==> src/rtl/sync_coinc_pkg.sv <==
package sync_coinc_pkg;

  // Ratio code to divide ratio in fast-clock cycles (always even, >= 2).
  function automatic int unsigned code_to_ratio(int unsigned code);
    return 2 * (code + 1);
  endfunction

endpackage

==> src/rtl/bank_phase.sv <==
module bank_phase
  import sync_coinc_pkg::*;
#(
  parameter int CODE_W = 3,
  parameter int RAT_W  = CODE_W + 2
) (
  input  logic              clk,
  input  logic              rst_n,
  input  logic [CODE_W-1:0] code,
  input  logic              load,
  output logic              at_zero,
  output logic              differs,
  output logic [RAT_W-1:0]  ratio,
  output logic [RAT_W-1:0]  nxt_cnt,
  output logic [RAT_W-1:0]  nxt_ratio
);

  logic [RAT_W-1:0] cnt_q;
  logic [RAT_W-1:0] ratio_q;
  logic [RAT_W-1:0] ratio_req;

  assign ratio_req = RAT_W'(code_to_ratio(int'(code)));
  assign differs   = (ratio_req != ratio_q);
  assign at_zero   = (cnt_q == '0);
  assign ratio     = ratio_q;

  // A new ratio is adopted only when told; the phase restarts its count
  // from the shared edge, so the next phase is 1 under either ratio.
  assign nxt_ratio = load ? ratio_req : ratio_q;
  assign nxt_cnt   = (cnt_q == ratio_q - RAT_W'(1)) ? '0 : cnt_q + RAT_W'(1);

  always_ff @(posedge clk or negedge rst_n) begin
    if (!rst_n) begin
      cnt_q   <= '0;
      ratio_q <= RAT_W'(2);
    end else begin
      cnt_q   <= nxt_cnt;
      ratio_q <= nxt_ratio;
    end
  end

  // Phase always stays inside the active ratio.
  p_phase_in_range_r2: assert property (@(posedge clk) disable iff (!rst_n)
    cnt_q < ratio_q);

endmodule

==> src/rtl/coinc_window.sv <==
module coinc_window #(
  parameter int RAT_W = 5
) (
  input  logic [RAT_W-1:0] ratio_a,
  input  logic [RAT_W-1:0] cnt_a,
  input  logic [RAT_W-1:0] ratio_c,
  input  logic [RAT_W-1:0] cnt_c,
  output logic             coinc_ahead,
  output logic             fast_edge
);

  logic [RAT_W-1:0] left_a;
  logic [RAT_W-1:0] left_c;

  // Cycles until each bank's next rising edge, strictly in the future.
  assign left_a = ratio_a - cnt_a;
  assign left_c = ratio_c - cnt_c;

  // Both next edges fall on the same cycle: within one faster period of a
  // shared edge.
  assign coinc_ahead = (left_a == left_c);

  // Rising edge of the faster bank (A when equal).
  assign fast_edge = (ratio_a <= ratio_c) ? (cnt_a == '0) : (cnt_c == '0);

endmodule

==> src/rtl/sync_coinc_gen.sv <==
module sync_coinc_gen #(
  parameter int CODE_W = 3
) (
  input  logic              clk,
  input  logic              rst_n,
  input  logic [CODE_W-1:0] code_a,
  input  logic [CODE_W-1:0] code_c,
  output logic              sync_n
);

  localparam int RAT_W = CODE_W + 2;
  localparam int NB    = 2;
  localparam int BA    = 0;
  localparam int BC    = 1;

  logic [CODE_W-1:0] code_v  [NB];
  logic [RAT_W-1:0]  ratio_v [NB];
  logic [RAT_W-1:0]  ncnt_v  [NB];
  logic [RAT_W-1:0]  nrat_v  [NB];
  logic [NB-1:0]     zero_v;
  logic [NB-1:0]     diff_v;

  logic common, pending, load;
  logic win_n, start_n, low_d, sync_n_q;

  assign code_v[BA] = code_a;
  assign code_v[BC] = code_c;

  assign common  = &zero_v;
  assign pending = |diff_v;
  assign load    = common & pending;

  for (genvar g = 0; g < NB; g++) begin : g_bank
    bank_phase #(
      .CODE_W (CODE_W),
      .RAT_W  (RAT_W)
    ) i_bank (
      .clk       (clk),
      .rst_n     (rst_n),
      .code      (code_v[g]),
      .load      (load),
      .at_zero   (zero_v[g]),
      .differs   (diff_v[g]),
      .ratio     (ratio_v[g]),
      .nxt_cnt   (ncnt_v[g]),
      .nxt_ratio (nrat_v[g])
    );
  end

  // Evaluate the state the banks move to, so the marker register lines up
  // with the phase registers.
  coinc_window #(
    .RAT_W (RAT_W)
  ) i_win (
    .ratio_a     (nrat_v[BA]),
    .cnt_a       (ncnt_v[BA]),
    .ratio_c     (nrat_v[BC]),
    .cnt_c       (ncnt_v[BC]),
    .coinc_ahead (win_n),
    .fast_edge   (start_n)
  );

  // A marker begins only on a faster-bank edge with no change waiting;
  // once begun it holds while the shared edge is still ahead.
  assign low_d = win_n && (!sync_n_q || (start_n && !pending));

  always_ff @(posedge clk or negedge rst_n) begin
    if (!rst_n) sync_n_q <= 1'b1;
    else        sync_n_q <= !low_d;
  end

  assign sync_n = sync_n_q;

  // ---------------------------------------------------------------------
  // Checks on marker timing
  // ---------------------------------------------------------------------
  logic [RAT_W-1:0] run_q;
  logic [RAT_W-1:0] fmin;
  logic             fast_zero;

  assign fmin      = (ratio_v[BA] <= ratio_v[BC]) ? ratio_v[BA] : ratio_v[BC];
  assign fast_zero = (ratio_v[BA] <= ratio_v[BC]) ? zero_v[BA] : zero_v[BC];

  always_ff @(posedge clk or negedge rst_n) begin
    if (!rst_n)                 run_q <= '0;
    else if (sync_n_q)          run_q <= '0;
    else if (run_q != '1)       run_q <= run_q + RAT_W'(1);
  end

  p_pulse_len_r3: assert property (@(posedge clk) disable iff (!rst_n)
    (!sync_n_q && (ratio_v[BA] != ratio_v[BC])) |-> (run_q < fmin));

  p_rise_at_common_r4: assert property (@(posedge clk) disable iff (!rst_n)
    $rose(sync_n_q) |-> (common || $past(ratio_v[BA] == ratio_v[BC])));

  p_fall_on_fast_edge_r5: assert property (@(posedge clk) disable iff (!rst_n)
    $fell(sync_n_q) |-> fast_zero);

  p_ratio_at_common_r8: assert property (@(posedge clk) disable iff (!rst_n)
    (!$stable(ratio_v[BA]) || !$stable(ratio_v[BC])) |-> $past(common));

endmodule

==> config.mk <==
export PLATFORM = sky130hd
export DESIGN_NAME = sync_coinc_gen
export DESIGN_NICKNAME = d
export VERILOG_FILES = /design/src/rtl/sync_coinc_pkg.sv /design/src/rtl/bank_phase.sv /design/src/rtl/coinc_window.sv /design/src/rtl/sync_coinc_gen.sv
export SDC_FILE = /design/constraint.sdc
export NUM_CORES = 1
export LEC_CHECK = 0
export BUFFER_PORTS_ARGS = -buffer_cell sky130_fd_sc_hd__buf_2
export CORE_ASPECT_RATIO = 1.25
export CORE_MARGIN = 2
export CORE_UTILIZATION = 50
export DETAILED_ROUTE_END_ITERATION = 8
export PLACE_DENSITY = 0.67
export SETUP_SLACK_MARGIN = 0.1
export SKIP_LAST_GASP = 1
export SYNTH_ARGS = -nofsm -noshare
export SYNTH_HDL_FRONTEND = slang
export SYNTH_SLANG_ARGS = --single-unit
==> constraint.sdc <==
create_clock -name clk -period 7.1 [get_ports clk]
set_input_delay 1.065 -clock clk [delete_from_list [all_inputs] [get_ports clk]]
set_output_delay 1.065 -clock clk [all_outputs]
set_load 0.02 [all_outputs]
==> out/summary.txt <==
====================================================================================
Synthesized area per cell .............................................     9.10 µm²
Final #Nets ...........................................................          250
Clock-pin slew on the worst setup and hold paths ......................      0.07 ns
Total of cells resized after clock tree synthesis .....................            0
Die X .................................................................      60.2 µm
Yosys top cell area share .............................................        0.228
Max-slew headroom .....................................................        0.322
Synthesized netlist net count .........................................          246
Number of synthesized register bits ...................................           21
Final sum of negative setup slack .....................................         0 ns
Wire length of the first global-routing pass ..........................      6.53 mm
Maximum clock skew at final layout ....................................   0.00119 ns
Share of the clock period used by the worst path ......................        0.697
Post-CTS setup buffer count ...........................................            0
Height of the chip ....................................................      74.3 µm
Cell type contributing the most total cell area after synthesis .......      dfrtp_1
Critical path type .................................................... input port to flop
Classification of the worst-slack hold path ........................... flop to flop
Placed Instances ......................................................          270
Share of flip-flops with an asynchronous set or reset after synthesis .         1.00
Worst hold path stage count ...........................................            1
Worst Max-Slew Pin Slew ...............................................      1.01 ns
Number of global-route vias before repair .............................         1403
Global-route total usage across every layer ...........................        0.201
Most frequent cell after synthesis ....................................      xnor2_1
Element type at the critical path start ...............................   input port
Remaining global-route overflow .......................................            0
Final hold violations .................................................            0
Top-level I/O count ...................................................            9
Cell types occupying the most area after synthesis .................... dfrtp_1 (23%), xnor2_1 (13%), ha_1 (12%)
Run status ............................................................ finished, final reports clean
Largest fanout of any net on the critical path ........................           21
Post-detailed-route DRC marker count ..................................            0
Internal reg-to-reg setup slack .......................................      2.75 ns
Final setup fails .....................................................            0
Final critical path time including I/O delays and setup ...............      4.95 ns
EDFF count, synth .....................................................            0
Inserted Clock Buffers ................................................            3
Yosys cell types ......................................................           45
Clk_lat worst skew ....................................................      0.26 ns
Final weighted congestion of routability-driven global placement ......        0.846
Initial antenna violation count .......................................            0
Data arrival at the endpoint of the critical path .....................      5.14 ns
Number of vias per cell ...............................................         5.37
Master cell of the clock root buffer ..................................     clkbuf_8
Pin count of the biggest net entering global routing ..................           22
Deepest level of the CTS H-tree .......................................            1
Total Die Area ........................................................     4470 µm²
Number of port buffers ................................................            8
Launch point of the worst hold path ................................... g_bank[1].i_bank.cnt_q[0]$_DFF_PN0_
Wire length after detailed routing ....................................      3.95 mm
Total number of clock tree sinks ......................................           21
Vias after detailed routing ...........................................         1471
Endpoint of the worst hold-timing path ................................ g_bank[1].i_bank.cnt_q[0]$_DFF_PN0_
Slew Viols, Final .....................................................            0
Critical path endpoint category .......................................         flop
Most frequent cells after synthesis ................................... xnor2_1 (30), inv_1 (27), ha_1 (19)
Synth Flop Type .......................................................      dfrtp_1
Share of synthesized area occupied by flip-flops and latches ..........        0.268
Detail Route Antenna Nets .............................................            0
Number of max-cap violations ..........................................            0
Maximum achievable frequency ..........................................      202 MHz
Layout area overhead ..................................................        5.26%
Buffer depth of the longest clock path ................................            2
WL/cell ...............................................................      14.4 µm
Clock tree from TritonCTS .............................................        built
Initial drt markers ...................................................           44
Post-synthesis cell count .............................................          217
Number of iterations in the first detailed-routing pass ...............            4
Syn. warnings .........................................................            0
Detailed placement HPWL ...............................................      3.10 mm
Endpoint of the worst register-to-register path ....................... sync_n$_DFF_PN1_
CP required ...........................................................      7.29 ns
Initial Utilization ...................................................        0.522
Total standard cell area after synthesis ..............................     1970 µm²
Worst reg-to-reg path cell count ......................................           14
Unrepaired setup endpoints after global routing .......................        false
N_diodes ..............................................................            0
# hold bufs at CTS ....................................................            0
Core Rows .............................................................           25
Placeable core region .................................................     3780 µm²
Beginning of the worst register-to-register path ...................... g_bank[0].i_bank.ratio[3]$_DFF_PN0_
Filler instances ......................................................          358
Fraction of final layout cells sized beyond drive strength 1 ..........        0.114
Final cell count without fillers ......................................          274
====================================================================================
## critical path, stage by stage
cell	delay (ns)
buf_2	0.13
ha_1	0.23
xor2_1	0.17
nor3_1	0.06
a31o_1	0.20
a31oi_2	0.83
mux2i_1	0.51
inv_1	0.09
ha_1	0.21
maj3_1	0.35
nand2_1	0.08
mux2i_1	0.06
a2111oi_0	0.58
nor3_2	0.15
mux2i_1	0.15
a211o_1	0.29
## how the worst max path moves through the flow
stage	startpoint	end	slack, ns	depth (start not counted)
floorplan	code_c[0]	sync_n$_DFF_PN1_	2.87	16
global placement	code_a[0]	sync_n$_DFF_PN1_	2.19	16
detailed placement	code_a[0]	sync_n$_DFF_PN1_	2.10	15
CTS	code_a[0]	sync_n$_DFF_PN1_	2.19	15
global route	code_a[0]	sync_n$_DFF_PN1_	1.79	16
finish	code_a[0]	sync_n$_DFF_PN1_	2.15	16
## stage by stage
stage	utilization	setup WS, ns	cell area [µm²]	hold WS [ns]
2_1_floorplan	-	2.87	1970	0.530
3_3_place_gp	0.537	2.19	2030	0.588
3_5_place_dp	0.537	2.10	2030	0.580
4_1_cts	0.549	2.19	2080	0.587
5_1_grt	0.549	1.79	2080	0.617
6_report	0.549	2.15	2080	0.591
## registers in the layout (all words and copies together), names as in the netlist
name	flops
g_bank.i_bank.ratio	10
g_bank.i_bank.cnt_q	10
sync_n	1
## area by class of cell
class                   instances  area (µm²)  share of cell area
flip-flops and latches         21         529               0.255
well taps                      54        67.6              0.0325
clock buffers                   4        45.0              0.0217
multi-input cells             160        1290               0.623
repair buffers                  8        40.0              0.0193
inverters                      27         101              0.0488
## cells by family (layout without fill, tap and decap cells)
group           Yosys count  count (layout)  synth area share
buf+inv                  36              39            0.0760
flops                    21              21             0.268
fa+ha+maj                23              23             0.151
mux                       8               8            0.0444
xor+xnor                 44              44             0.199
simple gates             54              54             0.155
compound gates           31              31             0.107
## placed cells by master (no fill, tap or decap), drive strengths merged, types with 2 or more instances in the layout
| cell type | instances |
|---|---|
| xnor2 | 31 |
| inv | 27 |
| ha | 19 |
| dfrtp | 18 |
| xor2 | 13 |
| nor2 | 10 |
| a21oi | 10 |
| nand3 | 9 |
| buf | 8 |
| nand2b | 7 |
| nand2 | 6 |
| nor3 | 6 |
| mux2i | 5 |
| a21o | 4 |
| o21ai | 4 |
| clkbuf | 4 |
| nand4 | 3 |
| nand3b | 3 |
| or2 | 3 |
| dfstp | 3 |
| nor4 | 3 |
| mux2 | 3 |
| a31o | 2 |
| and3 | 2 |
| a41oi | 2 |
| maj3 | 2 |
| fa | 2 |
## per-layer routing
layer  track usage  vias up  part of all wire
met5             0        -                 0
met4        0.0593        0             0.015
met3        0.0209        7             0.019
met2         0.349       18              0.50
met1         0.261      706              0.46
li1              -      740                 -
Power is left out: the tool's default activity adds up to more than one toggle a clock period on the data nets, which glitch-free logic cannot reach.
